==> config.mk <==
export PLATFORM = sky130hd
export DESIGN_NAME = serial_tx_core
export DESIGN_NICKNAME = d
export VERILOG_FILES = /design/src/rtl/stx_pkg.sv /design/src/rtl/stx_holding.sv /design/src/rtl/stx_framer.sv /design/src/rtl/stx_shifter.sv /design/src/rtl/stx_flags.sv /design/src/rtl/serial_tx_core.sv
export SDC_FILE = /design/constraint.sdc
export NUM_CORES = 1
export LEC_CHECK = 0
export BUFFER_PORTS_ARGS = -buffer_cell sky130_fd_sc_hd__buf_2
export CAP_MARGIN = 15
export CORE_MARGIN = 1.5
export CORE_UTILIZATION = 55
export CTS_BUF_LIST = sky130_fd_sc_hd__clkbuf_16
export DETAILED_ROUTE_END_ITERATION = 10
export PLACE_DENSITY = 0.75
export SYNTH_ARGS = -nofsm -noshare
export SYNTH_HDL_FRONTEND = slang
export SYNTH_SLANG_ARGS = --single-unit
==> constraint.sdc <==
create_clock -name clk -period 6 [get_ports clk]
set_input_delay 0.9 -clock clk [delete_from_list [all_inputs] [get_ports clk]]
set_output_delay 0.9 -clock clk [all_outputs]
set_load 0.05 [all_outputs]
==> src/rtl/stx_pkg.sv <==
package stx_pkg;

   // Parity selection as carried on the par_mode pins.
   typedef enum logic [1:0] {
      PAR_NONE = 2'b00,
      PAR_RSVD = 2'b01,
      PAR_EVEN = 2'b10,
      PAR_ODD  = 2'b11
   } par_mode_t;

endpackage

==> src/rtl/stx_holding.sv <==
// One-entry holding buffer between the write port and the shifter.
module stx_holding #(
   parameter int WR_W   = 8,
   parameter int DATA_W = 9
) (
   input  logic              clk,
   input  logic              rst_n,
   input  logic              wr_en,
   input  logic [WR_W-1:0]   wr_byte,
   input  logic              ninth_bit,
   input  logic              take,
   output logic [DATA_W-1:0] buf_q,
   output logic              full
);

   logic [DATA_W-1:0] wr_word;

   generate
      if (DATA_W > WR_W) begin : g_ext
         assign wr_word = {ninth_bit, wr_byte};
      end else begin : g_plain
         logic unused_ninth;
         assign unused_ninth = ninth_bit;
         assign wr_word = wr_byte[DATA_W-1:0];
      end
   endgenerate

   always_ff @(posedge clk or negedge rst_n) begin
      if (!rst_n) begin
         buf_q <= '0;
         full  <= 1'b0;
      end else begin
         if (take) begin
            full <= 1'b0;
         end
         if (wr_en && !full) begin
            buf_q <= wr_word;
            full  <= 1'b1;
         end
      end
   end

   // an accepted write fills the buffer
   assert_accept_R7: assert property (@(posedge clk) disable iff (!rst_n)
      wr_en && !full |=> full);
   // a write into a full buffer leaves its contents untouched
   assert_ignore_full_R7: assert property (@(posedge clk) disable iff (!rst_n)
      wr_en && full |=> $stable(buf_q));
   // the shifter only pulls a held character
   assert_take_full_R7: assert property (@(posedge clk) disable iff (!rst_n)
      take |-> full);

endmodule

==> src/rtl/stx_framer.sv <==
// Builds the line-order bit vector and its length for one character.
module stx_framer
   import stx_pkg::*;
#(
   parameter int DATA_W    = 9,
   parameter int MIN_BITS  = 5,
   parameter int LEN_W     = 3,
   parameter bit PARITY_EN = 1'b1,
   parameter bit STOP2_EN  = 1'b1,
   parameter int FRAME_W   = 13,
   parameter int CNT_W     = 4
) (
   input  logic [DATA_W-1:0]  data,
   input  logic [LEN_W-1:0]   len_code,
   input  logic [1:0]         par_mode,
   input  logic               two_stop,
   output logic [FRAME_W-1:0] frame_vec,
   output logic [CNT_W-1:0]   frame_len
);

   logic [CNT_W-1:0]  nbits;
   logic [DATA_W-1:0] masked;
   logic              acc;
   logic              use_par;
   logic              par_bit;
   logic              stop2;

   always_comb begin
      nbits = CNT_W'(MIN_BITS) + CNT_W'(len_code);
      if (nbits > CNT_W'(DATA_W)) begin
         nbits = CNT_W'(DATA_W);
      end
      for (int i = 0; i < DATA_W; i++) begin
         masked[i] = (CNT_W'(i) < nbits) ? data[i] : 1'b0;
      end
      acc = ^masked;
   end

   generate
      if (PARITY_EN) begin : g_par
         par_mode_t pm;
         assign pm      = par_mode_t'(par_mode);
         assign use_par = (pm == PAR_EVEN) || (pm == PAR_ODD);
         assign par_bit = acc ^ (pm == PAR_ODD);
      end else begin : g_nopar
         logic [2:0] unused_par;
         assign unused_par = {par_mode, acc};
         assign use_par    = 1'b0;
         assign par_bit    = 1'b0;
      end
      if (STOP2_EN) begin : g_stop2
         assign stop2 = two_stop;
      end else begin : g_stop1
         logic unused_stop;
         assign unused_stop = two_stop;
         assign stop2       = 1'b0;
      end
   endgenerate

   always_comb begin
      frame_vec    = '1;
      frame_vec[0] = 1'b0;
      for (int i = 0; i < DATA_W; i++) begin
         if (CNT_W'(i) < nbits) begin
            frame_vec[1+i] = masked[i];
         end
      end
      if (use_par) begin
         frame_vec[nbits + CNT_W'(1)] = par_bit;
      end
      frame_len = nbits + CNT_W'(2) + CNT_W'(use_par) + CNT_W'(stop2);
   end

endmodule

==> src/rtl/stx_shifter.sv <==
// Shifts a frame vector onto the line, one bit per tick.
module stx_shifter #(
   parameter int FRAME_W = 13,
   parameter int CNT_W   = 4
) (
   input  logic               clk,
   input  logic               rst_n,
   input  logic               enable,
   input  logic               tick,
   input  logic               held,
   input  logic [FRAME_W-1:0] frame_vec,
   input  logic [CNT_W-1:0]   frame_len,
   output logic               take,
   output logic               frame_end,
   output logic               busy,
   output logic               txd
);

   logic [FRAME_W-1:0] shreg;
   logic [CNT_W-1:0]   left;
   logic               last_edge;

   assign last_edge = enable && busy && tick && (left == CNT_W'(1));
   assign frame_end = last_edge;
   assign take      = enable && held && (!busy || last_edge);
   assign txd       = (enable && busy) ? shreg[0] : 1'b1;

   always_ff @(posedge clk or negedge rst_n) begin
      if (!rst_n) begin
         shreg <= '1;
         left  <= '0;
         busy  <= 1'b0;
      end else if (!enable) begin
         shreg <= '1;
         left  <= '0;
         busy  <= 1'b0;
      end else if (take) begin
         shreg <= frame_vec;
         left  <= frame_len;
         busy  <= 1'b1;
      end else if (busy && tick) begin
         if (left == CNT_W'(1)) begin
            shreg <= '1;
            left  <= '0;
            busy  <= 1'b0;
         end else begin
            shreg <= {1'b1, shreg[FRAME_W-1:1]};
            left  <= left - CNT_W'(1);
         end
      end
   end

   // every frame opens with a low start bit
   assert_start_low_R2: assert property (@(posedge clk) disable iff (!rst_n)
      $rose(busy) && enable |-> !txd);
   // a frame ends only on a tick, or by disabling
   assert_end_on_tick_R2: assert property (@(posedge clk) disable iff (!rst_n)
      $fell(busy) |-> $past(tick) || !$past(enable));
   // a disabled transmitter starts nothing
   assert_no_start_R12: assert property (@(posedge clk) disable iff (!rst_n)
      !enable |=> !busy);
   assert_count_live_R2: assert property (@(posedge clk) disable iff (!rst_n)
      busy |-> left != '0);

endmodule

==> src/rtl/stx_flags.sv <==
// Buffer-empty and transmit-complete flags with their interrupt gating.
module stx_flags (
   input  logic clk,
   input  logic rst_n,
   input  logic frame_end,
   input  logic take,
   input  logic held,
   input  logic clr_wr,
   input  logic clr_ack,
   input  logic ie_empty,
   input  logic ie_done,
   output logic buf_empty,
   output logic tx_done,
   output logic irq_empty,
   output logic irq_done
);

   logic set_done;

   assign set_done  = frame_end && !take;
   assign buf_empty = !held;
   assign irq_empty = ie_empty && buf_empty;
   assign irq_done  = ie_done && tx_done;

   always_ff @(posedge clk or negedge rst_n) begin
      if (!rst_n) begin
         tx_done <= 1'b0;
      end else if (set_done) begin
         tx_done <= 1'b1;
      end else if (clr_wr || clr_ack) begin
         tx_done <= 1'b0;
      end
   end

   // the flag rises only at the end of a frame
   assert_done_source_R9: assert property (@(posedge clk) disable iff (!rst_n)
      $rose(tx_done) |-> $past(frame_end));
   // the flag holds until cleared
   assert_done_hold_R9: assert property (@(posedge clk) disable iff (!rst_n)
      tx_done && !clr_wr && !clr_ack |=> tx_done);
   // either clear strobe drops the flag
   assert_done_clear_R10: assert property (@(posedge clk) disable iff (!rst_n)
      (clr_wr || clr_ack) && !frame_end |=> !tx_done);

endmodule

==> src/rtl/serial_tx_core.sv <==
// Buffered asynchronous serial transmitter.
module serial_tx_core
   import stx_pkg::*;
#(
   parameter int WR_W      = 8,
   parameter int MIN_BITS  = 5,
   parameter int MAX_BITS  = 9,
   parameter int LEN_W     = 3,
   parameter bit PARITY_EN = 1'b1,
   parameter bit STOP2_EN  = 1'b1
) (
   input  logic             clk,
   input  logic             rst_n,
   input  logic             tx_en,
   input  logic             bit_tick,
   input  logic             wr_en,
   input  logic [WR_W-1:0]  wr_byte,
   input  logic             ninth_bit,
   input  logic [LEN_W-1:0] len_code,
   input  logic [1:0]       par_mode,
   input  logic             two_stop,
   input  logic             done_clr,
   input  logic             done_ack,
   input  logic             ie_empty,
   input  logic             ie_done,
   output logic             txd,
   output logic             buf_empty,
   output logic             tx_done,
   output logic             irq_empty,
   output logic             irq_done
);

   localparam int FRAME_W = 1 + MAX_BITS + int'(PARITY_EN) + 1 + int'(STOP2_EN);
   localparam int CNT_W   = $clog2(FRAME_W + 1);

   generate
      if (MIN_BITS < 1 || MAX_BITS < MIN_BITS) begin : g_bad_len
         $error("serial_tx_core: data length range is empty");
      end
      if (MAX_BITS > WR_W + 1) begin : g_bad_width
         $error("serial_tx_core: at most one data bit may come from ninth_bit");
      end
      if (MIN_BITS + (1 << LEN_W) - 1 >= (1 << CNT_W)) begin : g_bad_code
         $error("serial_tx_core: len_code range overflows the bit counter");
      end
   endgenerate

   logic [MAX_BITS-1:0] buf_q;
   logic                held;
   logic                take;
   logic                frame_end;
   logic                busy;
   logic [FRAME_W-1:0]  frame_vec;
   logic [CNT_W-1:0]    frame_len;

   stx_holding #(
      .WR_W   (WR_W),
      .DATA_W (MAX_BITS)
   ) u_hold (
      .clk       (clk),
      .rst_n     (rst_n),
      .wr_en     (wr_en),
      .wr_byte   (wr_byte),
      .ninth_bit (ninth_bit),
      .take      (take),
      .buf_q     (buf_q),
      .full      (held)
   );

   stx_framer #(
      .DATA_W    (MAX_BITS),
      .MIN_BITS  (MIN_BITS),
      .LEN_W     (LEN_W),
      .PARITY_EN (PARITY_EN),
      .STOP2_EN  (STOP2_EN),
      .FRAME_W   (FRAME_W),
      .CNT_W     (CNT_W)
   ) u_frame (
      .data      (buf_q),
      .len_code  (len_code),
      .par_mode  (par_mode),
      .two_stop  (two_stop),
      .frame_vec (frame_vec),
      .frame_len (frame_len)
   );

   stx_shifter #(
      .FRAME_W (FRAME_W),
      .CNT_W   (CNT_W)
   ) u_shift (
      .clk       (clk),
      .rst_n     (rst_n),
      .enable    (tx_en),
      .tick      (bit_tick),
      .held      (held),
      .frame_vec (frame_vec),
      .frame_len (frame_len),
      .take      (take),
      .frame_end (frame_end),
      .busy      (busy),
      .txd       (txd)
   );

   stx_flags u_flags (
      .clk       (clk),
      .rst_n     (rst_n),
      .frame_end (frame_end),
      .take      (take),
      .held      (held),
      .clr_wr    (done_clr),
      .clr_ack   (done_ack),
      .ie_empty  (ie_empty),
      .ie_done   (ie_done),
      .buf_empty (buf_empty),
      .tx_done   (tx_done),
      .irq_empty (irq_empty),
      .irq_done  (irq_done)
   );

   // a queued character follows the last stop bit directly
   assert_back_to_back_R8: assert property (@(posedge clk) disable iff (!rst_n)
      frame_end && held |=> busy && !txd);
   // the line stays high while disabled
   assert_line_idle_R12: assert property (@(posedge clk) disable iff (!rst_n)
      !tx_en && !$past(tx_en) |-> txd);

endmodule

==> results_dict.tcl, run 1 <==
set metrics [dict create \
    ys_ff_latch 29 \
    grt_pass1_wl_mm 7.87 \
    diodes 0 \
    hp-class "flop to flop" \
    synth_top_family_by_area "compound AO/OA/AOI/OAI gates" \
    met3_usage_pct 6.31 \
    vdd_drop_max_mv 0.394 \
    worstMarginPinSlew_ns 0.830 \
    yosysSeqAreaShare_pct 37.8 \
    rr_endpoint "u_shift.shreg[11]" \
    clk_latency_ns 0.28 \
    cpMostUsedCell "xnor3_1" \
    fmaxAchievable_mhz 303 \
    crit_path_max_incr_delay_ns 0.44 \
    synth_edf_count 0 \
    num_vias 1715 \
    synth_nets 247 \
    initial_core_util_pct 57.9 \
    outcome "finished clean" \
    final_hold_viol_count 0 \
    pwr-share-comb_pct 47.0 \
    place_hpwl_mm 3.32 \
    synth.mux.area_fraction_pct 5.61 \
    clkSinkCount 29 \
    dr.first_iter.drc_count 140 \
    fin_ws_ns 2.70 \
    die_y_um 62.7 \
    power.total_mw 1.17 \
    via_per_inst 5.93 \
    use_met1_pct 33.1 \
    nets 272 \
    r2r.worst_path.cells 9 \
    synth_cell_type_count 48 \
    min_from "u_flags.tx_done" \
    r2r-start "u_shift.left[1]" \
    htree_levels 2 \
    leakage_nw 0.955 \
    maxCapViolations 0 \
    use_met2_pct 43.3 \
    port_buffers 28 \
    min_path_cells 2 \
    grt_antenna_before_repair 0 \
    gp_congestion 0.828 \
    switchingPower_uw 466 \
    avgSynthCellArea_um2 9.05 \
    dpl_worst_slack_ns 2.44 \
    timing.setup.tns_ns 0 \
    holdBufCountCts 0 \
    cp.required_ns 6.19 \
    regToRegSetupSlack_ns 3.49 \
    routedWlPerCell_um 16.3 \
    ys_warn_count 0 \
    wl_mm 4.70 \
    crit_path_top_delay_cell "ha_1" \
    drv_slew 0 \
    io_pins 29 \
    synthXorXnorAreaFrac_pct 4.97 \
    p_int_uw 705 \
    clkPwrFrac_pct 20.7 \
    grt_max_degree 30 \
    cts_root_buffer "clkbuf_16" \
    finalCriticalPeriod_ns 3.30 \
    track_usage_pct 26.1 \
    cp-start-kind "primary input" \
    switching_share_pct 39.8 \
    fp.dieW_um 62.7 \
    path_clk_slew_ns 0.05 \
    worstSetupStartpoint "len_code[0]" \
    rows 21 \
    drive_gt1_share_pct 27.2 \
    design.core.area_um2 3390 \
    critPathKind "primary input to flop" \
    async_flop_share_pct 100 \
    utilization_pct 66.7 \
    cts_resized 0 \
    cts_buffers 5 \
    p_per_area_nw_per_um2 518 \
    seq_power_share_pct 32.4 \
    maxSlewHeadroom_pct 44.6 \
    grt-busiest-layer "met2" \
    rsz0062_at_grt "no" \
    post_cts_buffers 0 \
    area_growth_pct 15.1 \
    crit_path_cell_trace "buf_2, inv_1, ha_1, or2b_1, a21o_1, nand2_1, xnor3_1, xnor3_1, and2_4, a311oi_2" \
    critPathMaxFanout 12 \
    drc 0 \
    tritoncts "yes" \
    synth-adder-area-share_pct 4.21 \
    post-route-period-util_pct 55.0 \
    overflow 0 \
    netlist_instances 217 \
    synth-simple-area-share_pct 20.5 \
    worst_setup_path_end_kind "flop" \
    finalSetupViolations 0 \
    finClkSkew_ns 0.00554 \
    min_to "u_flags.tx_done" \
    ys.flop_type "dfrtp_1" \
    first_global_vias 1638 \
    clockBufferDepth 2 \
    holdWs_ns 0.501 \
    synth_compound_area_share_pct 21.5 \
    dieArea_um2 3940 \
    antenna_left 0 \
    syn_area_um2 1960 \
    drtPass1Iterations 4 \
    crit_arrival_ns 3.49 \
]
[sequential cells by signal, summed over array words and instances, names as in the netlist]
signal	count
u_flags.tx_done	1
u_hold.buf_q	9
u_hold.full	1
u_shift.busy	1
u_shift.left	4
u_shift.shreg	13
[power groups by stage]
stage,clock network (mW),logic [mW],registers [mW]
5_1_grt,0.256,0.606,0.389
3_3_place_gp,0,0.531,0.377
6_report,0.242,0.550,0.379
3_5_place_dp,0,0.540,0.380
2_1_floorplan,0,0.474,0.351
4_1_cts,0.247,0.545,0.378
[worst max path at each step]
stage                     cells after the start                to  slack, ns
after floorplan                              11  u_shift.shreg[1]       2.79
after global placement                       10  u_shift.shreg[4]       2.51
after detailed placement                     10  u_shift.shreg[1]       2.44
after CTS                                    10  u_shift.shreg[1]       2.72
after global routing                         10  u_shift.shreg[4]       2.57
final                                        10  u_shift.shreg[1]       2.70
[layout by cell type, fill, tap and decap left out, types with 2 or more instances in the layout]
| cell | instances |
|---|---|
| o21a_1 | 2 |
| nor2_1 | 21 |
| o21ai_0 | 17 |
| o221ai_1 | 2 |
| a31oi_1 | 6 |
| xor2_1 | 2 |
| mux2_2 | 8 |
| a41oi_1 | 2 |
| clkbuf_16 | 5 |
| mux2i_1 | 2 |
| a21oi_1 | 10 |
| xnor2_1 | 4 |
| or3_1 | 2 |
| nand2_1 | 19 |
| buf_2 | 28 |
| o211ai_1 | 4 |
| ha_1 | 5 |
| inv_1 | 11 |
| dfstp_2 | 13 |
| nor2b_1 | 6 |
| nor3_1 | 13 |
| nand4_1 | 3 |
| a22o_1 | 2 |
| dfrtp_1 | 16 |
| o22ai_1 | 7 |
| xnor3_1 | 2 |
| buf_4 | 2 |
| clkinv_2 | 2 |
| a211oi_2 | 2 |
| nand3b_1 | 5 |
| or2b_1 | 2 |
[synthesized netlist by cell type, types with 3 or more instances]
cell	count	share of area, %
nor2_1	21	4.0
nand2_1	19	3.6
o21ai_0	17	4.3
dfrtp_1	16	20
dfstp_2	13	17
nor3_1	13	3.3
inv_1	11	2.1
a21oi_1	10	2.5
mux2_2	8	4.6
clkbuf_1	7	1.3
o22ai_1	7	2.2
a31oi_1	6	1.9
nor2b_1	6	1.9
ha_1	5	3.2
nand3b_1	5	1.9
o211ai_1	4	1.5
xnor2_1	4	1.8
buf_2	3	0.76
nand4_1	3	0.96
[worst max-delay path, delay by kind of cell]
kind	cells	cell delay [ns]
XOR/XNOR	2	0.74
AND/OR/NAND/NOR	3	0.64
AO/OA/AOI/OAI	2	0.47
adder cells (fa/ha/maj)	1	0.44
buffers and inverters	2	0.29
[per-layer routing]
layer	part of all wire (%)	routed length [um]
met1	44	2080
met2	49	2290
met3	5.1	240
met4	2.0	92
met5	0	0
[kinds of logic (layout without fill, tap and decap cells)]
| logic type | count (synthesis) | count (layout) |
|---|---|---|
| adder cells (fa/ha/maj) | 6 | 6 |
| flip-flops | 29 | 29 |
| AND/OR/NAND/NOR | 79 | 79 |
| buffers and inverters | 23 | 49 |
| multiplexers | 10 | 10 |
| XOR/XNOR | 8 | 8 |
| AO/OA/AOI/OAI | 62 | 62 |
[metrics by stage]
stage                     std cells  area [um2]
final                           289        2260
after global routing            289        2260
after CTS                       289        2260
after detailed placement        281        2120
after global placement          281        2120
after floorplan                 217        1960
[area by class of cell]
cell class	count	area, um2
fillers	295	1130
multi-input cells	165	1120
well taps	46	57.6
clock inverters	3	17.5
flip-flops and latches	29	742
clock buffers	5	125
repair buffers	30	155
inverters	11	41.3
Power figures use the tool's default switching activity.
==> inputs of run 2 (changes only) <==
==> constraint.sdc (replaced) <==
create_clock -name clk -period 3.3 [get_ports clk]
set_input_delay 0.495 -clock clk [delete_from_list [all_inputs] [get_ports clk]]
set_output_delay 0.495 -clock clk [all_outputs]
set_load 0.05 [all_outputs]
==> run 2 against run 1 <==
  * Largest power group unchanged
  * Worst hold slack worse by 0.26 ns
  * Via count up 1.2%
  * Sequential power up 82%
  * Sequential share of layout area down 0.82 points
==> results_dict.tcl, run 2 (same netlist as run 1, synthesis figures left out) <==
set metrics [dict create \
    outcome "finished clean" \
    dr.first_iter.drc_count 118 \
    mostFrequentLayoutCells "buf_2, nor2_1, nand2_1" \
    cp_top_family "XOR/XNOR gates" \
    leakage_nw 0.992 \
    via_per_inst 5.90 \
    maxSlewHeadroom_pct 44.0 \
    maxCapViolations 0 \
    worst-path-buf-inv 2 \
    initial_core_util_pct 57.9 \
    area_growth_pct 18.0 \
    final_common_cell "buf_2" \
    drtPass1Iterations 4 \
    top_register "u_shift.shreg" \
    cts_buffers 5 \
    holdWs_ns 0.236 \
    grt_max_degree 30 \
    io_pins 29 \
    final_hold_viol_count 0 \
    first_global_vias 1684 \
    p_per_area_nw_per_um2 952 \
    hp-class "primary input to async pin" \
    clk_latency_ns 0.28 \
    pwr-share-comb_pct 45.8 \
    dieArea_um2 3940 \
    rsz0062_at_grt "no" \
    diodes 0 \
    worstMarginPinSlew_ns 0.838 \
    tritoncts "yes" \
    crit_path_max_incr_delay_ns 0.43 \
    design.core.area_um2 3390 \
    clockBufferDepth 2 \
    nets 277 \
    cp-start-kind "primary input" \
    antenna_left 0 \
    gp_congestion 0.885 \
    switchingPower_uw 836 \
    htree_levels 2 \
    drc 0 \
    drv_slew 0 \
    grt_pass1_wl_mm 7.93 \
    overflow 0 \
    place_hpwl_mm 3.38 \
    regToRegSetupSlack_ns 1.06 \
    vdd_drop_max_mv 0.825 \
    power.total_mw 2.21 \
    critPathMaxFanout 11 \
    timing.setup.tns_ns 0 \
    crit_path_cell_trace "buf_2, inv_1, ha_1, or2b_1, a21o_1, nand2_1, xnor3_1, xnor3_1, and2_4, a311oi_2" \
    rows 21 \
    utilization_pct 68.4 \
    clkPwrFrac_pct 23.0 \
    holdBufCountCts 0 \
    largest_reg_flops 13 \
    crit_arrival_ns 3.03 \
    cts_root_buffer "clkbuf_16" \
    finalCriticalPeriod_ns 2.84 \
    crit_path_top_delay_cell "xnor3_1" \
    seq_power_share_pct 31.3 \
    worst_setup_path_end_kind "flop" \
    post-route-period-util_pct 86.1 \
    routedWlPerCell_um 15.7 \
    num_vias 1735 \
    port_buffers 28 \
    die_y_um 62.7 \
    fp.dieW_um 62.7 \
    finClkSkew_ns 0.00640 \
    track_usage_pct 26.5 \
    clkSinkCount 29 \
    switching_share_pct 37.9 \
    p_int_mw 1.37 \
    path_clk_slew_ns 0.05 \
    cpMostUsedCell "xnor3_1" \
    r2r-start "u_shift.left[1]" \
    top_regs "u_shift.shreg (13), u_hold.buf_q (9), u_shift.left (4)" \
    cp.required_ns 3.49 \
    r2r.worst_path.cells 9 \
    critPathKind "primary input to flop" \
    grt_antenna_before_repair 0 \
    fmaxAchievable_mhz 352 \
    post_cts_buffers 0 \
    cts_resized 0 \
    drive_gt1_share_pct 27.8 \
    finalSetupViolations 0 \
    wl_mm 4.62 \
    rr_endpoint "u_shift.shreg[8]" \
]
-- run 2: cell count changes in the layout (fill, tap and decap cells not counted) --
cell and change:
buf_4 +5, bufinv_16 +1, clkinv_1 +1, clkinv_2 -2, clkinvlp_4 -1, inv_1 +1
-- run 2: layer usage --
layer  up-vias  share of wire [%]  GRT usage, %
li1        847                  -             -
met1       820                 44          32.7
met2        58                 49          44.5
met3        10                4.6          6.67
met4         0                1.9          10.6
met5         -                  0             0
-- run 2: area by class of cell --
class / count / area (um2)
Multi-Input combinational cell: 165 / 1120
Fill cell: 273 / 1070
Clock buffer: 5 / 125
Timing Repair Buffer: 35 / 193
Tap cell: 46 / 57.6
Sequential cell: 29 / 742
Inverter: 11 / 41.3
Clock inverter: 3 / 37.5
-- run 2: worst max path at each step --
stage	start	end	slack, ns	depth (start not counted)
after detailed placement	len_code[0]	u_shift.shreg[1]	0.22	10
after global routing	len_code[0]	u_shift.shreg[4]	0.30	10
after CTS	len_code[0]	u_shift.shreg[1]	0.48	10
after global placement	len_code[0]	u_shift.shreg[4]	0.27	10
final	len_code[0]	u_shift.shreg[1]	0.46	10
after floorplan	len_code[0]	u_shift.shreg[1]	0.49	11
-- run 2: per-stage QoR --
step                worst slack, ns  area (um2)  instances
floorplan                     0.491        1960        217
global placement              0.268        2150        286
detailed placement            0.216        2150        286
CTS                           0.482        2320        294
global route                  0.305        2320        294
finish                        0.459        2320        294
-- run 2: power by group through the flow --
stage	Clock (mW)	Combinational, mW	Sequential [mW]
after floorplan	0	0.862	0.638
after global placement	0	0.980	0.689
after detailed placement	0	0.995	0.694
after CTS	0.514	1.00	0.689
after global routing	0.528	1.13	0.713
final	0.507	1.01	0.689
==> inputs of run 3 (changes only) <==
==> constraint.sdc (replaced) <==
create_clock -name clk -period 3.3 [get_ports clk]
set_input_delay 0.66 -clock clk [delete_from_list [all_inputs] [get_ports clk]]
set_output_delay 0.66 -clock clk [all_outputs]
set_load 0.05 [all_outputs]
==> run 3 against run 2 <==
  * Clock-buffer cell count did not move
  * Final area rose by 0.32%
  * Flip-flop and latch count is the same
  * Worst setup slack improved by 0.036 ns
  * Via count is 1.7% higher
  * Clock skew is 0.0036 ns lower
  * Die area stayed put
  * Global-route usage grew 0.27 points
  * Sequential power about the same
  * Fmax rose by 1.3%
  * Combinational power barely moved
==> results_dict.tcl, run 3 (same netlist as run 1, synthesis figures left out) <==
set metrics [dict create \
    outcome "finished clean" \
    routedWlPerCell_um 16.0 \
    largest_reg_flops 13 \
    leakage_nw 0.997 \
    maxCapViolations 0 \
    holdBufCountCts 0 \
    track_usage_pct 26.8 \
    holdWs_ns 0.407 \
    grt_max_degree 30 \
    place_hpwl_mm 3.42 \
    initial_core_util_pct 57.9 \
    top_register "u_shift.shreg" \
    path_clk_slew_ns 0.05 \
    power.total_mw 2.20 \
    r2r.worst_path.cells 9 \
    critPathMaxFanout 8 \
    vdd_drop_max_mv 0.810 \
    cts_resized 0 \
    final_common_cell "buf_2" \
    fp.dieW_um 62.7 \
    final_hold_viol_count 0 \
    clockBufferDepth 2 \
    first_global_vias 1794 \
    maxSlewHeadroom_pct 44.3 \
    gp_congestion 0.864 \
    dr.first_iter.drc_count 120 \
    htree_levels 2 \
    final_cells 295 \
    rsz0062_at_grt "no" \
    clkSinkCount 29 \
    cp-start-kind "primary input" \
    via_per_inst 5.98 \
    area_growth_pct 18.4 \
    tritoncts "yes" \
    r2r-start "u_shift.left[1]" \
    design.core.area_um2 3390 \
    fill_cells 282 \
    fmaxAchievable_mhz 357 \
    port_buffers 28 \
    worst_setup_path_end_kind "flop" \
    rr_endpoint "u_shift.shreg[8]" \
    worstMarginPinSlew_ns 0.834 \
    mostFrequentLayoutCells "buf_2, nor2_1, nand2_1" \
    finalSetupViolations 0 \
    layout.area.seq_um2 742 \
    p_per_area_nw_per_um2 946 \
    cts_root_buffer "clkbuf_16" \
    antenna_left 0 \
    rows 21 \
    drc 0 \
    num_vias 1764 \
    endpoint "u_shift.shreg[1]" \
    cp.required_ns 3.48 \
    dieArea_um2 3940 \
    drv_slew 0 \
    dpl.cell_count 287 \
    regToRegSetupSlack_ns 0.95 \
    hp-class "primary input to async pin" \
    multi_input_area_um2 1120 \
    cts_buffers 5 \
    drive_gt1_share_pct 28.1 \
    clk_latency_ns 0.27 \
    utilization_pct 68.6 \
    die_y_um 62.7 \
    post_cts_buffers 0 \
    grt_antenna_before_repair 0 \
    timing.setup.tns_ns 0 \
    critPathKind "primary input to flop" \
    nets 278 \
    crit_arrival_ns 2.99 \
    wl_mm 4.73 \
    post-route-period-util_pct 85.0 \
    finClkSkew_ns 0.00283 \
    worstSetupStartpoint "len_code[0]" \
    top_regs "u_shift.shreg (13), u_hold.buf_q (9), u_shift.left (4)" \
    diodes 0 \
    finalCriticalPeriod_ns 2.80 \
    overflow 0 \
    drtPass1Iterations 4 \
    grt_pass1_wl_mm 8.25 \
    io_pins 29 \
]
-- run 3: cell count changes in the layout (fill, tap and decap cells not counted) --
cell	delta
buf_4	+1
-- run 3: worst min-delay path by stage --
stage / end / slack (ns) / cells after the start
after floorplan: u_flags.tx_done / 0.36 / 0
after global placement: u_flags.tx_done / 0.49 / 2
after detailed placement: u_flags.tx_done / 0.49 / 2
after CTS: u_shift.left[3] / 0.42 / 1
after global routing: u_shift.left[3] / 0.47 / 1
final: u_shift.left[1] / 0.41 / 1
-- run 3: report_power, final --
part,switching (mW),internal [mW]
Combinational,0.541,0.470
Clock,0.147,0.349
Sequential,0.140,0.551
Total,0.828,1.37
-- run 3: per-layer routing --
| metal | routed length, um | share of wire, % | GRT usage, % |
|---|---|---|---|
| met5 | 0 | 0 | 0 |
| met4 | 136 | 2.9 | 11.9 |
| met3 | 234 | 4.9 | 5.41 |
| met2 | 2350 | 50 | 45.2 |
| met1 | 2020 | 43 | 33.2 |
-- run 3: worst max-delay path, cell delays in order --
cell and delay [ns]:
buf_2 0.10, inv_1 0.07, ha_1 0.35, or2b_1 0.29
a21o_1 0.21, nand2_1 0.08, xnor3_1 0.32, xnor3_1 0.42
and2_4 0.22, a311oi_2 0.26
-- run 3: through the flow --
| stage | setup WS [ns] | area (um2) |
|---|---|---|
| 2_1_floorplan | 0.326 | 1960 |
| 3_3_place_gp | 0.280 | 2160 |
| 3_5_place_dp | 0.242 | 2160 |
| 4_1_cts | 0.501 | 2320 |
| 5_1_grt | 0.273 | 2320 |
| 6_report | 0.495 | 2320 |
-- run 3: cell type report --
cell class | count | share of cell area (%)
Clock buffer | 5 | 5.38
Clock inverter | 3 | 1.61
Sequential cell | 29 | 31.9
Tap cell | 46 | 2.48
Multi-Input combinational cell | 165 | 48.2
Inverter | 11 | 1.78
Timing Repair Buffer | 36 | 8.61
